$ cat src/rtl/wfe_pkg.sv
`timescale 1ns/1ps
package wfe_pkg;
    typedef enum logic [1:0] {
        ST_IDLE,
        ST_ARM,
        ST_LEAD,
        ST_SDP
    } wfe_state_e;

    localparam int IRQ_WF    = 0;
    localparam int IRQ_TCEXP = 2;
    localparam int IRQ_DONE  = 3;
    localparam int IRQ_FFLAG = 4;
    localparam int IRQ_WF2   = 5;
    localparam logic [7:0] IRQ_MASK  = 8'h3D;
    localparam logic [7:0] CMD_START = 8'h04;
    localparam int DONE_BIT  = 7;
endpackage

$ cat src/rtl/wfe_tcount.sv
`timescale 1ns/1ps
module wfe_tcount #(
    parameter int TCW = 32
) (
    input  logic           clk,
    input  logic           rst_n,
    input  logic           ld,
    input  logic [TCW-1:0] ld_val,
    input  logic           dec,
    output logic [TCW-1:0] cnt,
    output logic           last,
    output logic           zero
);
    localparam logic [TCW-1:0] ONE = TCW'(1);

    always_ff @(posedge clk) begin
        if (!rst_n) begin
            cnt <= '0;
        end else if (ld) begin
            cnt <= ld_val;
        end else if (dec && cnt != '0) begin
            cnt <= cnt - ONE;
        end
    end

    assign last = (cnt == ONE);
    assign zero = (cnt == '0);

    // one completion removes exactly one from the count
    p_dec_one_r5: assert property (@(posedge clk) disable iff (!rst_n)
        (dec && !ld && cnt != '0) |=> (cnt == $past(cnt) - ONE));

    // without load or completion the count holds
    p_hold_r5: assert property (@(posedge clk) disable iff (!rst_n)
        (!dec && !ld) |=> $stable(cnt));
endmodule

$ cat src/rtl/wfe_irq.sv
`timescale 1ns/1ps
module wfe_irq
    import wfe_pkg::*;
#(
    parameter int IW = 8
) (
    input  logic          clk,
    input  logic          rst_n,
    input  logic [IW-1:0] set_vec,
    input  logic          en_wr,
    input  logic [IW-1:0] en_data,
    input  logic          clr_wr,
    input  logic [IW-1:0] clr_data,
    output logic [IW-1:0] en_q,
    output logic [IW-1:0] status_q,
    output logic          irq
);
    localparam logic [IW-1:0] MASK = IW'(IRQ_MASK);

    logic [IW-1:0] clr_eff;
    logic [IW-1:0] status_nxt;

    always_comb begin
        clr_eff    = clr_wr ? clr_data : '0;
        status_nxt = ((status_q & ~clr_eff) | set_vec) & MASK;
    end

    always_ff @(posedge clk) begin
        if (!rst_n) begin
            en_q     <= '0;
            status_q <= '0;
        end else begin
            status_q <= status_nxt;
            if (en_wr) begin
                en_q <= en_data & MASK;
            end
        end
    end

    assign irq = |(status_q & en_q);

    // an event always lands in status, even with a clear in the same cycle
    p_set_wins_r10: assert property (@(posedge clk) disable iff (!rst_n)
        (set_vec != '0) |=> ((status_q & $past(set_vec & MASK)) == $past(set_vec & MASK)));

    // a clear without a matching set removes the bit
    p_clear_r10: assert property (@(posedge clk) disable iff (!rst_n)
        (clr_wr && ((clr_data & set_vec) == '0)) |=> ((status_q & $past(clr_data)) == '0));

    // reserved enable bits never hold a one
    p_en_rsvd_r11: assert property (@(posedge clk) disable iff (!rst_n)
        (en_q & ~MASK) == '0);
endmodule

$ cat src/rtl/wfe_seq.sv
`timescale 1ns/1ps
module wfe_seq
    import wfe_pkg::*;
#(
    parameter int              DW         = 8,
    parameter int              CTLW       = 3,
    parameter int              LEAD       = 5,
    parameter logic [CTLW-1:0] CTL_ACTIVE = 3'h1,
    parameter logic [CTLW-1:0] CTL_IDLE   = 3'h7
) (
    input  logic            clk,
    input  logic            rst_n,
    input  logic            start,
    input  logic            flow_en,
    input  logic            fifo_full,
    input  logic            rdy,
    input  logic [DW-1:0]   din,
    input  logic            tc_last,
    output logic [CTLW-1:0] ctl,
    output logic            fifo_wr,
    output logic [DW-1:0]   fifo_data,
    output logic            xfer_done,
    output logic            idle,
    output logic            back_idle,
    output logic            stall_full
);
    localparam int              STEPW = (LEAD > 1) ? $clog2(LEAD) : 1;
    localparam logic [STEPW-1:0] LAST_STEP = STEPW'(LEAD - 1);

    wfe_state_e       state, state_nxt;
    logic [STEPW-1:0] step,  step_nxt;
    logic             keep_going;

    assign keep_going = flow_en && !tc_last;

    always_comb begin
        state_nxt = state;
        step_nxt  = step;
        unique case (state)
            ST_IDLE: begin
                if (start) begin
                    state_nxt = ST_ARM;
                end
            end
            ST_ARM: begin
                if (!fifo_full) begin
                    state_nxt = ST_LEAD;
                    step_nxt  = '0;
                end
            end
            ST_LEAD: begin
                if (step == LAST_STEP) begin
                    state_nxt = ST_SDP;
                end else begin
                    step_nxt = step + 1'b1;
                end
            end
            ST_SDP: begin
                if (rdy) begin
                    state_nxt = keep_going ? ST_ARM : ST_IDLE;
                end
            end
            default: state_nxt = ST_IDLE;
        endcase
    end

    always_ff @(posedge clk) begin
        if (!rst_n) begin
            state <= ST_IDLE;
            step  <= '0;
        end else begin
            state <= state_nxt;
            step  <= step_nxt;
        end
    end

    always_comb begin
        ctl        = CTL_IDLE;
        fifo_wr    = 1'b0;
        xfer_done  = 1'b0;
        idle       = 1'b0;
        back_idle  = 1'b0;
        stall_full = 1'b0;
        unique case (state)
            ST_IDLE: begin
                idle = 1'b1;
            end
            ST_ARM: begin
                stall_full = fifo_full;
            end
            ST_LEAD: begin
                ctl = CTL_ACTIVE;
            end
            ST_SDP: begin
                ctl       = CTL_ACTIVE;
                fifo_wr   = rdy;
                xfer_done = rdy;
                back_idle = rdy && !keep_going;
            end
            default: ctl = CTL_IDLE;
        endcase
    end

    assign fifo_data = din;

    // the sample state is entered only from the final lead step
    p_sdp_after_lead_r3: assert property (@(posedge clk) disable iff (!rst_n)
        (state == ST_SDP && $past(state) != ST_SDP) |->
            ($past(state) == ST_LEAD && $past(step) == LAST_STEP));

    // the sample state holds while the source is not ready
    p_sdp_wait_r4: assert property (@(posedge clk) disable iff (!rst_n)
        (state == ST_SDP && !rdy) |=> (state == ST_SDP));

    // a full FIFO keeps the engine parked in the gap state
    p_stall_hold_r8: assert property (@(posedge clk) disable iff (!rst_n)
        (state == ST_ARM && fifo_full) |=> (state == ST_ARM));

    // without flow enable a completion always ends in idle
    p_single_shot_r6: assert property (@(posedge clk) disable iff (!rst_n)
        (state == ST_SDP && rdy && !flow_en) |=> (state == ST_IDLE));
endmodule

$ cat src/rtl/strobe_rd_engine.sv
`timescale 1ns/1ps
module strobe_rd_engine
    import wfe_pkg::*;
#(
    parameter int DW   = 8,
    parameter int TCW  = 32,
    parameter int CTLW = 3,
    parameter int LEAD = 5
) (
    input  logic            clk,
    input  logic            rst_n,
    input  logic            trig_wr,
    input  logic [7:0]      trig_wdata,
    output logic [7:0]      trig_status,
    input  logic            tc_wr,
    input  logic [TCW-1:0]  tc_wdata,
    output logic [TCW-1:0]  tc_left,
    input  logic            flow_en,
    output logic [CTLW-1:0] ctl_out,
    input  logic            rdy,
    input  logic [DW-1:0]   din,
    output logic            fifo_wr,
    output logic [DW-1:0]   fifo_data,
    input  logic            fifo_full,
    input  logic            ie_wr,
    input  logic [7:0]      ie_wdata,
    output logic [7:0]      ie_value,
    input  logic            is_clr_wr,
    input  logic [7:0]      is_clr_data,
    output logic [7:0]      is_value,
    output logic            irq
);
    localparam logic [CTLW-1:0] CTL_ACTIVE = CTLW'(1);
    localparam logic [CTLW-1:0] CTL_IDLE   = {CTLW{1'b1}};

    logic       start_hit;
    logic       tc_last, tc_zero;
    logic       xfer_done, seq_idle, back_idle, stall_full;
    logic [7:0] set_vec;

    assign start_hit = trig_wr && (trig_wdata == CMD_START) && !tc_zero;

    wfe_tcount #(.TCW(TCW)) u_tcount (
        .clk    (clk),
        .rst_n  (rst_n),
        .ld     (tc_wr && seq_idle),
        .ld_val (tc_wdata),
        .dec    (xfer_done),
        .cnt    (tc_left),
        .last   (tc_last),
        .zero   (tc_zero)
    );

    wfe_seq #(
        .DW         (DW),
        .CTLW       (CTLW),
        .LEAD       (LEAD),
        .CTL_ACTIVE (CTL_ACTIVE),
        .CTL_IDLE   (CTL_IDLE)
    ) u_seq (
        .clk        (clk),
        .rst_n      (rst_n),
        .start      (start_hit),
        .flow_en    (flow_en),
        .fifo_full  (fifo_full),
        .rdy        (rdy),
        .din        (din),
        .tc_last    (tc_last),
        .ctl        (ctl_out),
        .fifo_wr    (fifo_wr),
        .fifo_data  (fifo_data),
        .xfer_done  (xfer_done),
        .idle       (seq_idle),
        .back_idle  (back_idle),
        .stall_full (stall_full)
    );

    always_comb begin
        set_vec            = '0;
        set_vec[IRQ_WF]    = xfer_done;
        set_vec[IRQ_TCEXP] = xfer_done && tc_last;
        set_vec[IRQ_DONE]  = back_idle;
        set_vec[IRQ_FFLAG] = stall_full;
        set_vec[IRQ_WF2]   = xfer_done && !flow_en;
    end

    wfe_irq #(.IW(8)) u_irq (
        .clk      (clk),
        .rst_n    (rst_n),
        .set_vec  (set_vec),
        .en_wr    (ie_wr),
        .en_data  (ie_wdata),
        .clr_wr   (is_clr_wr),
        .clr_data (is_clr_data),
        .en_q     (ie_value),
        .status_q (is_value),
        .irq      (irq)
    );

    always_comb begin
        trig_status           = '0;
        trig_status[DONE_BIT] = seq_idle;
    end

    // a count write while busy leaves the count untouched
    p_busy_load_ignored_r5: assert property (@(posedge clk) disable iff (!rst_n)
        (tc_wr && !seq_idle && !xfer_done) |=> $stable(tc_left));

    // a command with a zero count never leaves idle
    p_zero_count_idle_r2: assert property (@(posedge clk) disable iff (!rst_n)
        (seq_idle && tc_zero && !tc_wr) |=> seq_idle);

    // the done bit and a write strobe never coexist
    p_done_no_write_r9: assert property (@(posedge clk) disable iff (!rst_n)
        trig_status[DONE_BIT] |-> !fifo_wr);
endmodule

$ cat config.mk
export PLATFORM = sky130hd
export DESIGN_NAME = strobe_rd_engine
export DESIGN_NICKNAME = d
export VERILOG_FILES = /design/src/rtl/wfe_pkg.sv /design/src/rtl/wfe_tcount.sv /design/src/rtl/wfe_irq.sv /design/src/rtl/wfe_seq.sv /design/src/rtl/strobe_rd_engine.sv
export SDC_FILE = /design/constraint.sdc
export NUM_CORES = 1
export LEC_CHECK = 0
export BUFFER_PORTS_ARGS = -buffer_cell sky130_fd_sc_hd__buf_4
export CELL_PAD_IN_SITES_DETAIL_PLACEMENT = 1
export CELL_PAD_IN_SITES_GLOBAL_PLACEMENT = 2
export CORE_ASPECT_RATIO = 1.4
export CORE_MARGIN = 1
export CORE_UTILIZATION = 22
export DETAILED_ROUTE_END_ITERATION = 6
export GPL_ROUTABILITY_DRIVEN = 0
export HOLD_SLACK_MARGIN = 0.1
export PLACE_DENSITY_LB_ADDON = 0.1
export SETUP_SLACK_MARGIN = 0.15
export SLEW_MARGIN = 40
export SYNTH_ARGS = -nofsm -noshare
export SYNTH_HDL_FRONTEND = slang
export SYNTH_SLANG_ARGS = --single-unit
$ cat constraint.sdc
create_clock -name clk -period 2.4 [get_ports clk]
set_input_delay 0.6 -clock clk [delete_from_list [all_inputs] [get_ports clk]]
set_output_delay 0.6 -clock clk [all_outputs]
set_load 0.03 [all_outputs]
Yosys cells after proc, flatten, opt, wreduce, memory -nomap -nowiden
Index checks and enable logic that the tools add are counted.
- flip-flop bits (word level): 47
- word-level logic and storage cells: 60
- $add $sub $neg: 2
- bitwise operators: 4
- mux-type cells: 17
- reduce and logical (&&, ||, !) cells: 21
- equal/unequal tests: 11
- operators by type and width (operator ; count):
    32-bit 2-to-1 mux ; 2
    32-bit by 1-bit equality test with 1-bit output (second input constant) ; 1
    32-bit zero test ; 1
    32-bit nonzero test ; 1
    32-bit by 1-bit subtractor with 32-bit output (second input constant) ; 1
    6-bit AND ; 2
    3-bit 2-to-1 mux ; 3
    8-bit by 3-bit equality test with 1-bit output (second input constant) ; 1
    1-bit logical AND ; 8
    2-bit 2-to-1 mux ; 4
    2-bit inequality test (second input constant) ; 4
    2-bit case mux with 4 select lines ; 1
    8-bit OR reduction ; 1
    6-bit 2-to-1 mux ; 1
    6-bit inverter ; 1
    6-bit bitwise OR ; 1
    3-bit case mux with 2 select lines ; 1
    1-bit 2-to-1 mux ; 5
    2-bit equality test (second input constant) ; 2
    1-bit zero test ; 4
    4-bit AND reduction ; 1
    2-bit nonzero test ; 2
    3-bit by 1-bit adder with 3-bit output (second input constant) ; 1
    3-bit equality test (second input constant) ; 1
    other kinds (5) ; 5

Longest topological paths before layout
Gate-level depths: netlist of the first run.
- depth after elaboration: 7
- gate-level depth with buffers: 10
- mapped depth without buffers: 7

Hierarchy
Synthesis of the first run repeated with hierarchy kept, for this count alone.
- cells, all modules: 364
- area, all modules: 3080.5 µm²
- by module, submodules not included (module ; sequential area each (µm²) ; cells an instance ; area an instance (µm²) ; times used):
    wfe_tcount ; 640.6 ; 246 ; 2059.5 ; 1
    wfe_seq ; 100.1 ; 61 ; 474.2 ; 1
    wfe_irq ; 200.2 ; 42 ; 439.2 ; 1
    strobe_rd_engine ; 0.0 ; 15 ; 107.6 ; 1

Worst setup path after synthesis of the first run
OpenSTA, ideal clock, no wires.
- path type: flip-flop to flip-flop
- from: reg u_tcount.cnt[4]
- to: reg u_tcount.cnt[24]
- path slack: -0.100 ns
- data required time: 2.326 ns
- path buffers: 2
- clock period less this slack: 2.500 ns
- setup time: 0.074 ns
- stages on the path, launching flop included: 8
- data arrival time: 2.426 ns
- cell sequence: dfxtp_1 -> or4_1 -> buf_2 -> or3_4 -> buf_6 -> or4_1 -> or3_1 -> a31oi_1
- cells in the longest elaborated chain, start to end: 3
- elaborated cells between the ends (all ways): 6
- RTL lines (element ; RTL line ; source):
    from (decl) ; wfe_tcount.sv:10 ; output logic [TCW-1:0] cnt,
    from (signal assigned) ; wfe_tcount.sv:20 ; cnt <= ld_val;
    from (signal assigned) ; wfe_tcount.sv:22 ; cnt <= cnt - ONE;
    32-bit by 1-bit subtractor with 32-bit output / 32-bit nonzero test (equally long branches) ; wfe_tcount.sv:22, wfe_tcount.sv:21 ;
    32-bit 2-to-1 mux / 1-bit logical AND (equally long branches) ; wfe_tcount.sv:21 ; end else if (dec && cnt != '0) begin
    32-bit 2-to-1 mux / 2-bit nonzero test (equally long branches) ; n/a ;
Parallel ways exist; a longest one is shown, timed or not. The select of a mux whose other input is x is not followed.
A chain may end at the register's enable or synchronous reset.

Worst setup path after layout of the first run
- from: reg u_tcount.cnt[2]
- to: reg u_tcount.cnt[14]
Same word-level chain as after synthesis.

==> results of run 1 <==
sequential cells by signal, summed over array words and instances, names as in the netlist:
| signal | count |
|---|---|
| u_tcount.cnt | 32 |
| u_irq.en_q | 5 |
| u_irq.status_q | 5 |
| u_seq.step | 3 |
| u_seq.state | 2 |
routing by layer:
layer	track usage	up-vias	share of wire
met4	0.0328	0	0.0087
met1	0.184	1633	0.41
li1	-	1614	-
met3	0.0222	6	0.034
met5	0	-	0
met2	0.306	71	0.54
critical path, cell delays in order, from the launching register on:
cell and delay (ps):
dfxtp_2 320, or4_4 580, or3_4 390, or3_4 420, or4_4 410, a31oi_1 170
where the power goes:
part	switching, mW	internal (mW)	leakage [nW]
Clock	0.317	0.445	0.0772
Sequential	0.0426	0.823	0.390
Combinational	0.308	0.242	1.30
Total	0.668	1.51	1.77
synthesized netlist by cell type, drive strengths merged (6+ instances only):
master | instances | area [µm²]
or2 | 6 | 37.5
ha | 8 | 100
o31ai | 13 | 97.6
nand2 | 20 | 75.1
clkbuf | 16 | 60.1
a21oi | 7 | 35.0
nor3 | 8 | 40.0
dfxtp | 47 | 941
inv | 9 | 33.8
a31oi | 28 | 175
nor2 | 23 | 86.3
buf | 32 | 233
or4 | 22 | 165
or3 | 19 | 124
nor4 | 7 | 43.8
mux2i | 6 | 60.1
o21ai | 41 | 205
repair_timing:
item | in CTS | in global routing
pin swaps | 5 | 7
gates cloned | 1 | 0
setup buffers | 3 | 0
resized for setup | 11 | 16
endpoints found under the setup margin | 33 | 35
final timing paths:
path,from,to,slack [ps],cells after the start
setup / recovery,u_tcount.cnt[2]$_SDFFE_PN0P_,u_tcount.cnt[14]$_SDFFE_PN0P_,40,5
hold / removal,u_seq.step[1]$_SDFFE_PN0P_,u_seq.step[1]$_SDFFE_PN0P_,490,2
setup reg to reg,u_tcount.cnt[2]$_SDFFE_PN0P_,u_tcount.cnt[14]$_SDFFE_PN0P_,40,5
hold reg to reg,u_seq.step[1]$_SDFFE_PN0P_,u_seq.step[1]$_SDFFE_PN0P_,490,2
layout make-up:
| class | count | area (µm²) | area share |
|---|---|---|---|
| multi-input combinational | 280 | 1850 | 0.425 |
| timing repair buffer | 149 | 1140 | 0.262 |
| sequential | 47 | 950 | 0.218 |
| tap | 178 | 223 | 0.0511 |
| clock buffer | 8 | 156 | 0.0359 |
| inverter | 9 | 33.8 | 0.00775 |
cell families after synthesis:
logic type / share of synthesized area
compound gates: 0.250
fa+ha+maj: 0.0338
flops: 0.318
buf+inv: 0.110
simple gates: 0.261
other cells: 0.00254
xor+xnor: 0.00296
mux: 0.0203
placed cells by master (no fill, tap or decap), types with 6 or more instances in the layout:
cell	netlist	layout
dfxtp_1	47	42
inv_1	9	6
a21oi_1	7	6
mux2i_1	6	6
ha_1	8	7
nor2_1	23	23
buf_4	27	147
nand2_1	20	20
conb_1	2	14
o31ai_1	13	13
nor3_1	8	6
o21ai_0	41	41
a31oi_1	28	28
or3_1	18	16
or4_4	0	7
or4_1	22	15
==> qor_table.md, run 1 <==
| Step | Result | This run |
| --- | --- | --- |
| die | Die Wd | 100 µm |
| pwr | Max IR drop VDD | 0.266 mV |
| min path | Class of the most critical hold timing path | register to register |
| sta | Crit path setup slack, layout | 41.8 ps |
| synth | Average instance area after synthesis | 7.97 µm² |
| cts | CTS clk-pin slew, worst paths | 70 ps |
| sta | Actual slew at the worst max-slew pin | 609 ps |
| sta | Setup violations, final | 0 |
| cts | Worst-skew pair later-pin latency | 290 ps |
| synth | Number of register bits inferred by synthesis | 47 |
| setup path | Worst Setup End Kind | register |
| status | Outcome | complete, no violations |
| die | Initial Util | 0.228 |
| synth | Fraction of the yosys area taken by sequential cells | 0.318 |
| sta | Final setup TNS | 0 ps |
| drt | Per-cell routed wire length | 16.6 µm |
| cts | Maximum clock path buffer count | 2 |
| sta | Crit path time final | 2360 ps |
| cts | Clock H-tree levels | 2 |
| cts | Hold-fix buffer count after cts | 0 |
| drt | WL final | 11.1 mm |
| synth | Number of enable flip-flop cells after synthesis | 0 |
| die | Full die area | 13900 µm² |
| drt | Number of detailed-route iterations in the first pass | 4 |
| place | Dpl cells | 659 |
| sta | Relative slew margins | 0.592 |
| cts | Clock Sinks | 47 |
| sta | Largest clock skew in the final design | 6.64 ps |
| global routing | Total global-route track usage | 0.159 |
| setup path | Class of the most critical setup path | register to register |
| sta | Count of final max-slew check failures | 0 |
| finish | Post-Route Utilization | 0.335 |
| synth | Main synth FF type | dfxtp_1 |
| setup path | Critical Path AT | 2580 ps |
| drt | DRT iter0 DRCs | 70 |
| drt | Number of design rule violations left after detail routing | 0 |
| global routing | Vias in the first global route | 3361 |
| cts | Buffer cell driving the clock tree root | clkbuf_16 |
| pwr | Leakage power | 1.77 nW |
| synth | Mapped cell area | 2960 µm² |
| finish | Post-layout nets | 573 |
| finish | Fraction of layout instances using a drive strength above 1 | 0.396 |
| cts | CTS tree | built |
| die | Number of standard-cell rows in the floorplan | 49 |
| synth | Number of distinct standard cells referenced by the synthesized netlist | 52 |
| finish | Number of filler instances in the final layout | 1639 |
| synth | Number of warning messages in the yosys log | 0 |
| die | Die Height | 139 µm |
| synth | Gate Count Post-Synth | 371 |
| cts | Number of clock buffers inserted by TritonCTS | 5 |
| drt | Detailed-route via count | 3324 |
| finish | ANT cells | 0 |
| global routing | Pin count of the biggest net entering global routing | 38 |
| global routing | Number of antenna violations at the first check in global routing | 0 |
| die | Core outline area | 13000 µm² |
| place | Number of I/O port buffers | 105 |
| drt | Number of routed nets with antenna violations | 0 |
| job | Max-cap check violation count | 0 |
| global routing | First-pass GRT wire length | 17.6 mm |
| sta | Final hold viol count | 0 |
| setup path | Crit path launch type | register |
| sta | Peak Freq | 424 MHz |
| place | HPWL after DPL | 8.56 mm |
| sta | RSZ-0062 raised after global routing | true |
| setup path | Critical Path RT | 2620 ps |
| place | Placed cell areas | 4060 µm² |
| global routing | Overflow left after global routing | 0 |
| die | Number of I/O pins | 142 |
| finish | Area Growth Syn to Fin | 47.3% |
| setup path | Critical path peak fanout | 5 |
| finish | Final standard cell area without fillers | 4360 µm² |
| pwr | Cell area power density | 500 nW/µm² |
| finish | Finished Layout Cells | 671 |
| synth | Share of async-settable or async-resettable flops after synthesis | 0 |
| drt | Via density per instance | 4.95 |
| sta | Final worst-path cycle share | 0.983 |
| pwr | Overall power | 2.18 mW |
| sta | Minimum hold slack | 487 ps |
| place | Worst Setup Slack post-DPL | -145 ps |
(Power assumes the default switching activity.)
==> run 2: changes to the inputs <==
--- a/config.mk
+++ b/config.mk
@@ -16,7 +16,6 @@
 export HOLD_SLACK_MARGIN = 0.1
 export PLACE_DENSITY_LB_ADDON = 0.1
 export SETUP_SLACK_MARGIN = 0.15
-export SLEW_MARGIN = 40
 export SYNTH_ARGS = -nofsm -noshare
 export SYNTH_HDL_FRONTEND = slang
 export SYNTH_SLANG_ARGS = --single-unit
==> constraint.sdc (replaced) <==
create_clock -name clk -period 2.4 [get_ports clk]
set_input_delay 0.6 -clock clk [delete_from_list [all_inputs] [get_ports clk]]
set_output_delay 0.6 -clock clk [all_outputs]
set_load 0.005 [all_outputs]
==> run 2 against run 1 <==
Against the previous run: count of clock-buffer cells in the layout unchanged; routed wire length about the same; die area is the same; largest power group unchanged; clock power shrank 1%; highest routed layer unchanged.
==> qor_table.md, run 2 (synthesis results as in run 1) <==
| Step | Result | This run |
| --- | --- | --- |
| finish | Top library cells by usage in the layout, fill and taps aside | buf_4, dfxtp_1, o21ai_0 |
| finish | Leading cell type in the layout, fill and taps excluded | buf_4 |
| pwr | Internal power | 1.51 mW |
| pwr | Leakage power | 1.77 nW |
| global routing | Vias in the first global route | 3411 |
| pwr | Net Switching | 0.558 mW |
| cts | Worst-skew pair later-pin latency | 290 ps |
| setup path | Cell class contributing the biggest share of worst-path delay | simple AND/OR/NAND/NOR gates |
| finish | ANT cells | 0 |
| status | Outcome | complete, no violations |
| place | Number of I/O port buffers | 105 |
| min path | Class of the most critical hold timing path | register to register |
| die | Number of standard-cell rows in the floorplan | 49 |
| global routing | Total global-route track usage | 0.165 |
| finish | Register ranked first by flip-flop count | u_tcount.cnt |
| finish | Leading registers by flop count | u_tcount.cnt: 32 flops, u_irq.en_q: 5 flops, u_irq.status_q: 5 flops |
| sta | Peak Freq | 434 MHz |
| cts | Number of clock buffers inserted by TritonCTS | 5 |
| sta | Minimum hold slack | 484 ps |
| drt | Number of detailed-route iterations in the first pass | 4 |
| setup path | Cell-by-cell listing of the critical path | or4_4 > or3_4 > or3_4 > or4_1 > a31oi_1 |
| setup path | Sum of buffers and inverters on the critical path | 0 |
| die | Die Height | 139 µm |
| die | Number of I/O pins | 142 |
| drt | Per-cell routed wire length | 16.5 µm |
| finish | Area Growth Syn to Fin | 46.7% |
| setup path | Slowest stage delay, CP | 580 ps |
| place | Dpl cells | 660 |
| pwr | Max IR drop VDD | 0.260 mV |
| pwr | Part of the total power dissipated in combinational logic | 0.216 |
| cts | Clock H-tree levels | 2 |
| sta | Largest clock skew in the final design | 7.70 ps |
| pwr | Net switching share of the total power | 0.270 |
| place | HPWL after DPL | 8.67 mm |
| cts | Buffer cell driving the clock tree root | clkbuf_16 |
| sta | Crit path time final | 2300 ps |
| setup path | Worst Setup End Kind | register |
| finish | Finished Layout Cells | 672 |
| sta | Relative slew margins | 0.569 |
| cts | Clock Sinks | 47 |
| setup path | Cell seen most often among critical-path stages | or3_4 |
| drt | Detailed-route via count | 3274 |
| pwr | Clock power frac | 0.366 |
| setup path | Critical path peak fanout | 5 |
| finish | Fraction of layout instances using a drive strength above 1 | 0.387 |
| global routing | Overflow left after global routing | 0 |
| cts | CTS tree | built |
| drt | Via density per instance | 4.87 |
| setup path | Slowest-stage cell, CP | or4_4 |
| die | Core outline area | 13000 µm² |
| global routing | Pin count of the biggest net entering global routing | 32 |
| sta | Actual slew at the worst max-slew pin | 643 ps |
| cts | Hold-fix buffer count after cts | 0 |
| die | Die Wd | 100 µm |
| global routing | First-pass GRT wire length | 18.2 mm |
| sta | Final hold viol count | 0 |
| cts | Maximum clock path buffer count | 2 |
| die | Full die area | 13900 µm² |
| drt | Number of design rule violations left after detail routing | 0 |
| die | Initial Util | 0.228 |
| drt | DRT iter0 DRCs | 62 |
| setup path | Class of the most critical setup path | register to register |
| cts | CTS clk-pin slew, worst paths | 70 ps |
| setup path | Critical Path RT | 2620 ps |
| sta | Count of final max-slew check failures | 0 |
| sta | Final worst-path cycle share | 0.960 |
| job | Max-cap check violation count | 0 |
| sta | Setup violations, final | 0 |
| setup path | Critical Path AT | 2520 ps |
| sta | RSZ-0062 raised after global routing | true |
| finish | Post-layout nets | 574 |
| finish | Max reg flops | 32 |
| drt | WL final | 11.1 mm |
| pwr | Cell area power density | 476 nW/µm² |
| drt | Number of routed nets with antenna violations | 0 |
| setup path | Crit path launch type | register |
| global routing | Number of antenna violations at the first check in global routing | 0 |
| pwr | Sequential power share | 0.418 |
## run 2: cell count changes in the layout (fill, tap and decap cells not counted), moves of 2 or more
cell,delta
dfxtp_1,+4
dfxtp_2,-3
nor4_2,+3
nor4_1,-2
## run 2: worst paths after layout
check / from / slack [ps] / depth (start not counted) / to
worst min-delay path: u_seq.step[1]$_SDFFE_PN0P_ / 480 / 2 / u_seq.step[1]$_SDFFE_PN0P_
worst max register to register: u_tcount.cnt[4]$_SDFFE_PN0P_ / 100 / 5 / u_tcount.cnt[14]$_SDFFE_PN0P_
worst min register to register: u_seq.step[1]$_SDFFE_PN0P_ / 480 / 2 / u_seq.step[1]$_SDFFE_PN0P_
worst max-delay path: u_tcount.cnt[4]$_SDFFE_PN0P_ / 100 / 5 / u_tcount.cnt[14]$_SDFFE_PN0P_
## run 2: cell type report
class	count	area, µm²
Fill cell	1585	8660
Multi-Input combinational cell	280	1840
Timing Repair Buffer	150	1140
Sequential cell	47	942
Tap cell	178	223
Clock buffer	8	156
Inverter	9	33.8
## run 2: power groups by stage
stage                     registers, mW  clock network (mW)  logic, mW
after global placement            0.879                   0      0.415
after floorplan                   0.883                   0      0.190
after global routing              0.870               0.807      0.495
after detailed placement          0.879                   0      0.421
final                             0.863               0.754      0.446
after CTS                         0.863               0.784      0.445
## run 2: worst min-delay path, stage by stage, from the launching register on
cell and delay (ps):
dfxtp_1 330, nand2_1 60, a21oi_1 50
## run 2: stage by stage
step | utilization | cell area (µm²) | setup WS [ps] | total power, mW | setup TNS, ps
floorplan | - | 3000 | 22.6 | 1.07 | 0
global placement | 0.312 | 4050 | -89.7 | 1.29 | -282
detailed placement | 0.312 | 4050 | -114 | 1.30 | -511
CTS | 0.329 | 4280 | 95.5 | 2.09 | 0
global route | 0.334 | 4340 | 7.93 | 2.17 | 0
finish | 0.334 | 4340 | 95.9 | 2.06 | 0
## run 2: layer usage
layer | global-route usage | up-vias | wire length, µm
li1 | - | 1616 | -
met1 | 0.190 | 1574 | 4540
met2 | 0.310 | 75 | 5980
met3 | 0.0257 | 9 | 437
met4 | 0.0427 | 0 | 159
met5 | 0 | - | 0
## run 2: timing repair
| item | CTS | global route |
|---|---|---|
| gates cloned | 1 | 0 |
| gates resized for setup | 12 | 13 |
| endpoints found under the setup margin | 33 | 34 |
| setup buffers | 3 | 0 |
| pin swaps | 7 | 5 |
